==> src/rtl/swap_pkg.sv <==
package swap_pkg;

    localparam int NREG = 3;

    typedef enum logic [1:0] {
        ST_IDLE    = 2'd0,
        ST_STASH   = 2'd1,
        ST_MOVE    = 2'd2,
        ST_RESTORE = 2'd3
    } swap_state_e;

    typedef struct packed {
        logic [NREG-1:0] drive;
        logic [NREG-1:0] load;
        logic            done;
    } swap_ctrl_t;

    // bit 0 = reg1, bit 1 = reg2, bit 2 = reg3
    function automatic swap_ctrl_t decode_state(swap_state_e s);
        swap_ctrl_t c;
        c = '0;
        case (s)
            ST_STASH:   begin c.drive = 3'b010; c.load = 3'b100; end
            ST_MOVE:    begin c.drive = 3'b001; c.load = 3'b010; end
            ST_RESTORE: begin c.drive = 3'b100; c.load = 3'b001; c.done = 1'b1; end
            default:    c = '0;
        endcase
        return c;
    endfunction

    function automatic swap_state_e next_state(swap_state_e s, logic go);
        case (s)
            ST_IDLE:    return go ? ST_STASH : ST_IDLE;
            ST_STASH:   return ST_MOVE;
            ST_MOVE:    return ST_RESTORE;
            default:    return ST_IDLE;
        endcase
    endfunction

endpackage

==> src/rtl/swap_fsm.sv <==
module swap_fsm
    import swap_pkg::*;
(
    input  logic       clk,
    input  logic       rst,
    input  logic       start,
    output swap_ctrl_t ctrl
);

    swap_state_e state_q;

    always_ff @(posedge clk) begin
        if (rst) state_q <= ST_IDLE;
        else     state_q <= next_state(state_q, start);
    end

    assign ctrl = decode_state(state_q);


    stash_adv_chk: assert property (@(posedge clk) disable iff (rst)
        state_q == ST_STASH |=> state_q == ST_MOVE);

    move_adv_chk: assert property (@(posedge clk) disable iff (rst)
        state_q == ST_MOVE |=> state_q == ST_RESTORE);

    restore_adv_chk: assert property (@(posedge clk) disable iff (rst)
        state_q == ST_RESTORE |=> state_q == ST_IDLE);

    idle_hold_chk: assert property (@(posedge clk) disable iff (rst)
        (state_q == ST_IDLE && !start) |=> ctrl.drive == '0 && ctrl.load == '0);

    one_driver_chk: assert property (@(posedge clk) disable iff (rst)
        $onehot0(ctrl.drive) && $countones(ctrl.load) <= 1);

    done_pulse_chk: assert property (@(posedge clk) disable iff (rst)
        ctrl.done |=> !ctrl.done);

endmodule

==> src/rtl/swap_datapath.sv <==
module swap_datapath
    import swap_pkg::*;
#(
    parameter int W = 8
) (
    input  logic            clk,
    input  logic            rst,
    input  logic [NREG-1:0] drive,
    input  logic [NREG-1:0] load,
    input  logic [NREG-1:0] pre_we,
    input  logic [W-1:0]    pre_data,
    output logic [W-1:0]    q [NREG],
    output logic [W-1:0]    bus
);

    logic [W-1:0] regs [NREG];

    always_comb begin
        bus = '0;
        for (int i = 0; i < NREG; i++)
            bus = bus | (regs[i] & {W{drive[i]}});
    end

    for (genvar g = 0; g < NREG; g++) begin : g_reg
        always_ff @(posedge clk) begin
            if (rst)            regs[g] <= '0;
            else if (pre_we[g]) regs[g] <= pre_data;
            else if (load[g])   regs[g] <= bus;
        end
        assign q[g] = regs[g];


        capture_chk: assert property (@(posedge clk) disable iff (rst)
            (load[g] && !pre_we[g]) |=> regs[g] == $past(bus));

        preload_chk: assert property (@(posedge clk) disable iff (rst)
            pre_we[g] |=> regs[g] == $past(pre_data));

        hold_chk: assert property (@(posedge clk) disable iff (rst)
            (!load[g] && !pre_we[g]) |=> $stable(regs[g]));
    end

endmodule

==> src/rtl/swap_unit.sv <==
module swap_unit
    import swap_pkg::*;
#(
    parameter int W = 8
) (
    input  logic         clk,
    input  logic         rst,
    input  logic         start,
    input  logic [2:0]   preload_we,
    input  logic [W-1:0] preload_data,
    output logic [2:0]   bus_drive,
    output logic [2:0]   bus_load,
    output logic [W-1:0] bus_data,
    output logic         done,
    output logic [W-1:0] reg1_q,
    output logic [W-1:0] reg2_q,
    output logic [W-1:0] reg3_q
);

    swap_ctrl_t   ctrl;
    logic [W-1:0] q [NREG];

    swap_fsm u_fsm (
        .clk   (clk),
        .rst   (rst),
        .start (start),
        .ctrl  (ctrl)
    );

    swap_datapath #(.W(W)) u_dp (
        .clk      (clk),
        .rst      (rst),
        .drive    (ctrl.drive),
        .load     (ctrl.load),
        .pre_we   (preload_we),
        .pre_data (preload_data),
        .q        (q),
        .bus      (bus_data)
    );

    assign bus_drive = ctrl.drive;
    assign bus_load  = ctrl.load;
    assign done      = ctrl.done;
    assign reg1_q    = q[0];
    assign reg2_q    = q[1];
    assign reg3_q    = q[2];


    done_restore_chk: assert property (@(posedge clk) disable iff (rst)
        done |-> bus_drive == 3'b100 && bus_load == 3'b001);

    idle_bus_chk: assert property (@(posedge clk) disable iff (rst)
        bus_drive == 3'b000 |-> bus_data == '0);

endmodule

==> config.mk <==
export PLATFORM = sky130hd
export DESIGN_NAME = swap_unit
export DESIGN_NICKNAME = d
export VERILOG_FILES = /design/src/rtl/swap_pkg.sv /design/src/rtl/swap_fsm.sv /design/src/rtl/swap_datapath.sv /design/src/rtl/swap_unit.sv
export SDC_FILE = /design/constraint.sdc
export NUM_CORES = 1
export LEC_CHECK = 0
export BUFFER_PORTS_ARGS = -buffer_cell sky130_fd_sc_hd__buf_4
export CAP_MARGIN = 20
export CORE_ASPECT_RATIO = 0.6
export CORE_UTILIZATION = 40
export DETAILED_ROUTE_END_ITERATION = 10
export PLACE_DENSITY = 0.67
export SYNTH_ARGS = -nofsm -noshare
export SYNTH_HDL_FRONTEND = slang
export SYNTH_SLANG_ARGS = --single-unit
export TNS_END_PERCENT = 5
==> constraint.sdc <==
create_clock -name clk -period 2.3 [get_ports clk]
set_input_delay 0.115 -clock clk [delete_from_list [all_inputs] [get_ports clk]]
set_output_delay 0.115 -clock clk [all_outputs]
set_load 0.01 [all_outputs]
# --- Yosys cells after proc, flatten, opt, wreduce, memory -nomap -nowiden ---
# Memories as Yosys holds them, arrays and structs flattened.
# Index checks and enable logic that the tools add are counted.
word_totals:
  register_bits: 2
  latchBits: 0
  ramBits: 24
  rom_bits: 0
  input_bits: 14
  out_inout_bits: 39
  elab_cells: 50
  memories: 1
classes:
  add_sub_neg: 0
  n_mul: 0
  div: 0
  order_cmp: 0
  eq_ne: 3
  shift: 0
  n_mux: 33
  bitwise: 11
  n_reduce_logical: 1
memory_table:
  columns: ["memory", "words", "width", "read_ports", "rd_clocked_by_memory_dff", "write_ports", "line", "text"]
  rows:
  - ["u_dp.regs", 3, 8, 3, 0, 3, "swap_datapath.sv:16", "logic [W-1:0] regs [NREG];"]
op_table:
  columns: ["cell", "count"]
  rows:
  - ["8-bit two-way mux", 6]
  - ["1-bit two-way mux", 25]
  - ["8-bit AND", 3]
  - ["6-bit case mux with 3 select lines", 1]
  - ["8-bit OR", 2]
  - ["1-bit OR", 6]
  - ["2-bit case mux with 3 select lines", 1]
  - ["2-bit == test, second input constant", 2]
  - ["2-bit by 1-bit == test with 1-bit output, second input constant", 1]
  - ["2-bit logical NOT", 1]

# --- Logic depth before layout (Yosys ltp) ---
# Gate-level depths: netlist of run 1.
depth:
  ltp_word: 7
  ltp_mapped: 6
  ltp_nobuf: 4

# --- Modules after synthesis ---
# From an unflattened synthesis of run 1, not the netlist that was laid out.
unflattened:
  hier_cells: 106
  area_unflattened_um2: 1381.3
by_module_without_submodules:
  columns: ["module", "instances", "cells_per_inst", "area_each_um2", "seq_area_each_um2"]
  rows:
  - ["swap_datapath", 1, 90, 1228.7, 720.7]
  - ["swap_fsm", 1, 16, 152.6, 40.0]

# --- Worst setup path before layout of run 1 ---
# OpenSTA, ideal clock, no wires.
synth_timing:
  path_kind: "register -> register"
  from: "reg u_fsm.state_q[0]"
  to: "mem u_dp.regs[2][7], data pin"
  setup_time_ps: 273
  t_arrival_ps: 1402
  required_time_ps: 2027
  path_slack_ps: 625
  stages_incl_launch_ff: 6
  n_path_buf: 1
  period_less_slack_ps: 1675
  cell_sequence: "dfxtp_1 > inv_1 > ha_1 > buf_6 > a222oi_1 > o21ai_1"
synth_lines:
  columns: ["item", "line", "text"]
  rows:
  - ["from (decl)", "swap_fsm.sv:10", "swap_state_e state_q;"]
  - ["from (signal assigned)", "swap_fsm.sv:14", "else state_q <= next_state(state_q, start);"]
  - ["to (decl)", "swap_datapath.sv:16", null]

# --- Worst setup path in the final report of run 1 ---
layout_timing:
  from: "reg u_fsm.state_q[0]"
  to: "out bus_data[5]"
layout_between:
  elab_chain_len: 5
  elab_cells_between_ends: 9
  classes_between: "3 x eq/ne; 1 x mux; 5 x bitwise"
layout_lines:
  columns: ["item", "line", "text"]
  rows:
  - ["2-bit == test or 2-bit by 1-bit == test with 1-bit output (tied branches)", "swap_pkg.sv:22", "case (s)"]
  - ["6-bit case mux with 3 select lines (*)", "swap_pkg.sv:22", null]
  - ["8-bit AND", "swap_datapath.sv:21", "bus = bus | (regs[i] & {W{drive[i]}});"]
  - ["8-bit OR", "swap_datapath.sv:21", null]
  - ["8-bit OR (*)", "swap_datapath.sv:21", null]
  - ["to (decl)", "swap_unit.sv:13", "output logic [W-1:0] bus_data,"]
# Mark *: on every way between the ends. The rest lies on a longest branch, timed or not.

==> flow_results.org, run 1 <==
** Synth
- Part of the Yosys area used for sequential elements :: 0.540
- Number of distinct library cells after synthesis :: 19
- Register bit total from synthesis :: 26
- The Yosys step of the flow raised 0 warnings.
- In this run the mean area of a mapped cell was 13.3 um^2.
- Post-synthesis instance total :: 106
- Synthesis produced a netlist with a net count of 125.
- Summing every instance area after synthesis gives 1410 um^2.

** Clock network
- No sink is reached through more buffers than the 2 on the longest clock path.
- Counting the buffers created by CTS gives 3.
- TritonCTS built the clock tree.
- Clk_lat worst skew :: 270 ps
- Clock net sink count :: 26
- After clock tree synthesis, the clock-pin slew on the worst setup and hold paths is 90 ps.
- In this run the number of H-tree levels came out at 1.
- Clock Root Buffer :: clkbuf_8

** Place
- Input and output buffers added on the ports amount to 52.
- At the placement stage, the worst setup path has a slack of 382 ps.
- Placed cell areas :: 1740 um^2
- Detailed placement finished with a half-perimeter wire length of 2.50 mm.
- Final RePlAce weighted congestion :: 0.794

** Timing
- Max-slew headroom at the worst pin :: 0.597
- Setup violations remaining at the end of the flow were counted as 0.
- Final critical path time including I/O delays and setup :: 2110 ps
- F_max :: 473 MHz
- Fin crit share :: 0.919
- In the final timing run, aggregate negative setup slack is 0 ps.
- Transition time at the pin with the least slew margin :: 605 ps
- The clock arrives with 4.09 ps of skew.
- Count of final hold-check violations :: 0
- Final Max Slew Viols :: 0
- Setup repair after global routing missed its margin :: yes
- Final-layout worst hold slack :: 120 ps
- Final critical-path setup slack :: 187 ps

** Drt
- After detailed routing, the number of vias per cell comes to 5.44.
- The routed design has 3.52 mm of wire.
- Post-route DRC :: 0
- In this run the remaining antenna-violating nets after routing total 0.
- Summing over every cut layer, the via total after detailed routing is 1,061.
- Wire length per cell after detailed routing :: 18.0 um
- Number of detailed-route iterations in the first pass :: 5
- Initial DRC Count :: 89

** Floorplanning
- The die covers 3770 um^2.
- The die is 48.0 um tall.
- Initial Util :: 0.427
- Number of rows created at floorplan :: 16
- The core region is 3300 um^2.
- Horizontal extent of the die :: 78.6 um
- 53 I/O pins were placed.

** Setup path
- Crit-path max FO :: 12
- The worst setup path is captured at an output pin.
- The critical path is of the reg2out type.
- The worst setup path is launched from a register.
- Data required time at the worst endpoint :: 2180 ps
- Data arrives at the worst endpoint at 2000 ps.

** Layout
- Share of cells above drive strength 1 :: 0.380
- Synthesis-to-finish area growth :: 26.9%
- After filler insertion, the fill cell instance count of the layout stands at 307.
- The net count of the finished layout is 170.
- 0 antenna diodes ended up in the layout.
- Core utilization of the finished layout :: 0.541
- Post-layout instance area :: 1790 um^2

** Job
- Max-cap violation count :: 0

** Global routing
- Overall global routing resource usage :: 0.186
- Largest net degree at the start of global routing :: 19
- The number of antenna violations at the first check in global routing was 0.
- Vias in the first global route :: 977
- GRT overflow :: 0
- Global-route wire length before repair :: 4.98 mm

** Power
- The analysis attributes to cell leakage a power of 0.798 nW.
- Worst vdd ir :: 0.000342 V
- For this design the ratio of total power to cell area is 712 nW/um^2.

** Run status
- Outcome :: completed

** Worst hold path
- Hold Path Class :: in2reg
cell families (layout without fill, tap and decap cells):
logic type / count (synthesis) / in the layout / share of synthesized area
buffers and inverters: 23 / 67 / 0.112
AOI/OAI and AO/OA: 33 / 33 / 0.204
adders and majority gates: 5 / 5 / 0.0444
DFF: 26 / 26 / 0.540
and+or+nand+nor: 19 / 19 / 0.0995
routing by layer:
metal,vias up,part of all wire,track usage
met3,2,0.098,0.0476
met1,501,0.43,0.249
met5,-,0,0
met4,0,0.0054,0.0481
li1,503,-,-
met2,55,0.46,0.308
cells in the final DEF, fill, tap and decap left out:
cell type,n
a21oi_1,1
dfxtp_1,2
inv_1,10
nor2b_1,2
o21ai_1,2
clkbuf_8,3
clkbuf_1,1
or3_2,1
o2bb2ai_1,22
nand3b_1,3
or3_1,2
nand2b_1,1
a222oi_1,8
buf_4,53
and2b_1,7
edfxtp_1,24
ha_1,5
or3b_1,3
power by group:
group / switching, mW / internal [mW] / total [mW]
combinational: 0.210 / 0.182 / 0.392
sequential: 0.0366 / 0.577 / 0.614
clock: 0.144 / 0.124 / 0.268
total: 0.391 / 0.883 / 1.27
what timing repair did:
item / CTS / global route
hold buffers: 0 / 0
setup endpoints to repair: 0 / 2
buffers inserted: 0 / 1
gates resized for setup: 0 / 0
registers in the layout, summed over array words and instances, names as in the netlist:
register	count
u_dp.regs	24
u_fsm.state_q	2
synthesized netlist by cell type:
cell type  instances  area, um^2
edfxtp_1          24         721
o2bb2ai_1         22         193
inv_1             10        37.5
a222oi_1           8        80.1
buf_6              8        90.1
and2b_1            7        52.6
ha_1               5        62.6
buf_4              3        22.5
nand3b_1           3        22.5
or3b_1             3        26.3
dfxtp_1            2        40.0
nor2b_1            2        12.5
o21ai_1            2        10.0
or3_1              2        12.5
a21oi_1            1        5.00
buf_1              1        3.75
clkbuf_1           1        3.75
nand2b_1           1        6.26
or3_2              1        7.51
worst paths after layout:
| path | depth (start not counted) | slack [ps] | startpoint | end |
|---|---|---|---|---|
| setup / recovery | 5 | 190 | u_fsm.state_q[0] | bus_data[5] |
| hold / removal | 3 | 120 | start | u_fsm.state_q[0] |
| setup reg to reg | 4 | 440 | u_fsm.state_q[0] | u_dp.regs[2][5] |
| hold reg to reg | 2 | 540 | u_fsm.state_q[1] | u_fsm.state_q[0] |
through the flow:
stage | power (mW) | std cells
floorplan | 0.851 | 106
detailed placement | 1.02 | 190
global route | 1.33 | 195
CTS | 1.27 | 194
finish | 1.27 | 195
global placement | 1.00 | 190
layout make-up:
class	count	area, um^2	share of cell area
flip-flops and latches	26	761	0.425
well taps	45	56.3	0.0315
inverters	10	37.5	0.0210
multi-input cells	57	490	0.274
clock buffers	4	45.0	0.0252
repair buffers	53	398	0.223
worst max-delay path, cell delays in order, from the launching register on:
cell      delay, ps
dfxtp_1         410
inv_1           100
ha_1            370
a222oi_1        600
inv_1            90
buf_4           160
No activity file was read; power rests on OpenSTA's default activity.
==> run 2, diff against run 1 <==
Settings changed: CTS_BUF_LIST set to sky130_fd_sc_hd__clkbuf_16.
==> run 2 against run 1 <==
Net effect: core utilization rose by 1.0 points; clock power up 43%; hold slack better by 20 ps; routed wire length grew 0.91%; total power increased by 9.1%; first-iteration DRC count grew 26%; cell area is 1.9% higher; largest cell class unchanged; highest routed layer is now met3.
==> flow_results.org, run 2 (synthesized netlist as in run 1, its figures left out) <==
** Power
- The internal power summed over all cells is 0.992 mW (+12%).
- The clock group share of total power came to 0.275 (+0.065).
- The standby leakage power is 0.818 nW (+2.4%).
- Power per standard cell area :: 763 nW/um^2 (+7.1%)
- The switching power of the nets came to 0.398 mW (+1.7%).
- Comb pwr share :: 0.282 (-0.026)
- Worst vdd ir :: 0.000456 V (+33%)
- Share of total power in sequential cells :: 0.443 (-0.039)
- Switching share of power :: 0.286 (-0.0207)
- Power after layout :: 1.39 mW (+9.1%)

** Layout
- The fraction of layout cells with a size suffix above 1 came to 0.380 (unchanged).
- In the final layout, the registers with the most flip-flops are u_dp.regs x24, u_fsm.state_q x2.
- The flip-flop count of the largest register after layout came to 24 (unchanged).
- In the layout the commonest cells are buf_4, edfxtp_1, o2bb2ai_1.
- Number of standard cells in the layout, taps in and fillers out :: 195 (unchanged)
- The post-layout utilization of the core is 0.552 (+0.0102).
- Synthesis-to-finish area growth :: 29.3%
- Commonest non-fill, non-tap cell in the layout :: buf_4
- The post-route standard cell area excluding fillers was 1820 um^2 (+1.9%).
- Register ranked first by flip-flop count :: u_dp.regs
- The number of nets in the layout was 170 (unchanged).
- The number of inserted diodes came to 0 (unchanged).

** Place
- Final RePlAce weighted congestion :: 0.794 (unchanged)
- Total instance count after detailed placement :: 190 (unchanged)
- The detailed-placement wirelength estimate came to 2.50 mm (unchanged).
- Placed cell areas :: 1740 um^2 (unchanged)
- The number of input and output port buffers inserted is 52 (unchanged).

** Run status
- Outcome :: completed

** Timing
- The final-report setup violation count is 0 (unchanged).
- Setup Skew :: 2.40 ps (-1.69 ps)
- The number of pins with negative max-slew slack in the final report came to 0 (unchanged).
- Final critical path time including I/O delays and setup :: 2080 ps (-29.1 ps)
- Max-slew headroom at the worst pin :: 0.599 (+0.00201)
- Count of final hold-check violations :: 0 (unchanged)
- Total negative slack for setup checks :: 0 ps (unchanged)
- Fin crit share :: 0.906 (-0.0127)
- Transition time at the pin with the least slew margin :: 601 ps (-4.25 ps)
- Setup repair after global routing left no endpoint under its margin.
- The top achievable clock speed was 480 MHz (+1.4%).

** Global routing
- Vias in the first global route :: 969 (-0.82%)
- Largest net degree at the start of global routing :: 19 (unchanged)
- Overall global routing resource usage :: 0.189 (+0.00304)
- Number of antenna violations at the first check in global routing :: 0 (unchanged)
- The residual overflow from global routing is 0 (unchanged).
- The global-route wire length before repair is 5.08 mm (+1.9%).

** Clock network
- The number of buffers on the longest clock path was 2 (unchanged).
- Number of hold buffers added after CTS :: 0 (unchanged)
- Clock net sink count :: 26 (unchanged)
- Buffer count from post-CTS setup fixing :: 0 (unchanged)
- Clk slew on worst S/H paths :: 60 ps (-30 ps)
- Depth of the CTS H-tree :: 1 (unchanged)
- Clock Root Buffer :: clkbuf_16
- The clock network latency to the later pin of the worst-skew pair came to 260 ps (about the same).
- The number of buffers added by the clock tree synthesis step is 3 (unchanged).
- The post-cts resize count came to 0 (unchanged).
- TritonCTS built the clock tree.

** Floorplanning
- The die height was 48.0 um (unchanged).
- Number of rows created at floorplan :: 16 (unchanged)
- Top-Level Pins :: 53 (unchanged)
- Initial Util :: 0.427 (unchanged)
- The width of the die came to 78.6 um (unchanged).
- Core area :: 3300 um^2 (unchanged)
- The die footprint was 3770 um^2 (unchanged).

** Drt
- The routed wire length on met3 came to 269 um (-22%).
- The wire length on met2 is 1.71 mm (+4.8%).
- The final routed wire length divided by cell count is 18.2 um (+0.91%).
- The number of iterations in the first detailed-routing pass came to 4 (-1).
- Highest routing layer actually used :: met3
- DRT antenna net count :: 0 (unchanged)
- Drt total wl :: 3.55 mm (+0.91%)
- Initial DRC Count :: 112 (+26%)
- The routed via count divided by cell count came to 5.43 (-0.19%).
- The routed length on met1 was 1.57 mm (+3.2%).
- Vias :: 1,059 (-0.19%)
- Post-route DRC :: 0 (unchanged)

** Setup path
- Setup crit start kind :: register
- Worst setup path start :: u_fsm.state_q[0]
- Data required time at the worst endpoint :: 2180 ps (about the same)
- STA classifies the critical path endpoint as an output pin.
- The setup slack of the worst register-to-register path was 430 ps (about the same).
- The data arrival time at the worst-slack endpoint came to 1970 ps (-30 ps).
- Depth of the worst register-to-register path :: 4 (unchanged)
- The critical path in this run is classified as reg2out.
- Capture instance of the worst register-to-register path :: u_dp.regs[1][2]
- Source of the worst register-to-register timing path :: u_fsm.state_q[0]
- The maximum fanout along the worst path was 12 (unchanged).
- Crit path to :: bus_data[5]

** Job
- The reported max-cap violation count was 0 (unchanged).

** Worst hold path
- Hold Path Class :: in2reg
- Hold_sp :: start
-- run 2: changes by cell type in the layout (fill, tap and decap cells not counted) --
| cell | previous run | this run |
|---|---|---|
| inv_1 | 10 | 11 |
| clkbuf_8 | 3 | 0 |
| clkbuf_1 | 1 | 0 |
| clkbuf_16 | 0 | 3 |
-- run 2: metal layers --
metal	GRT usage	vias to the layer above
met3	0.0362	0
li1	-	507
met4	0.0222	0
met2	0.330	49
met5	0	-
met1	0.257	503
-- run 2: through the flow --
stage,hold slack (ps),setup WS (ps)
floorplan,279,625
global placement,405,513
detailed placement,410,382
CTS,142,149
global route,150,24.6
finish,140,217
-- run 2: area by class of cell --
type                    count  area (um^2)
fillers                   303         1480
flip-flops and latches     26          761
multi-input cells          57          490
repair buffers             53          398
clock buffers               3         75.1
well taps                  45         56.3
inverters                  10         37.5
clock inverters             1         3.75
-- run 2: critical path: stages, from the launching register on --
cell      delay (ps)
dfxtp_1          400
inv_1            100
ha_1             370
a222oi_1         590
inv_1             90
buf_4            160
-- run 2: how the worst min path moves through the flow --
stage,endpoint,cells past startpoint
after global routing,u_dp.regs[0][4],2
after floorplan,u_fsm.state_q[0],2
after detailed placement,u_fsm.state_q[0],3
final,u_fsm.state_q[0],3
after CTS,u_fsm.state_q[0],3
after global placement,u_dp.regs[0][2],2
-- run 2: power groups by stage --
stage                     logic (mW)  registers (mW)  clock network [mW]
after floorplan                0.212           0.639                   0
after global placement         0.379           0.622                   0
after detailed placement       0.391           0.625                   0
after CTS                      0.393           0.616               0.385
after global routing           0.426           0.624               0.408
final                          0.392           0.616               0.382
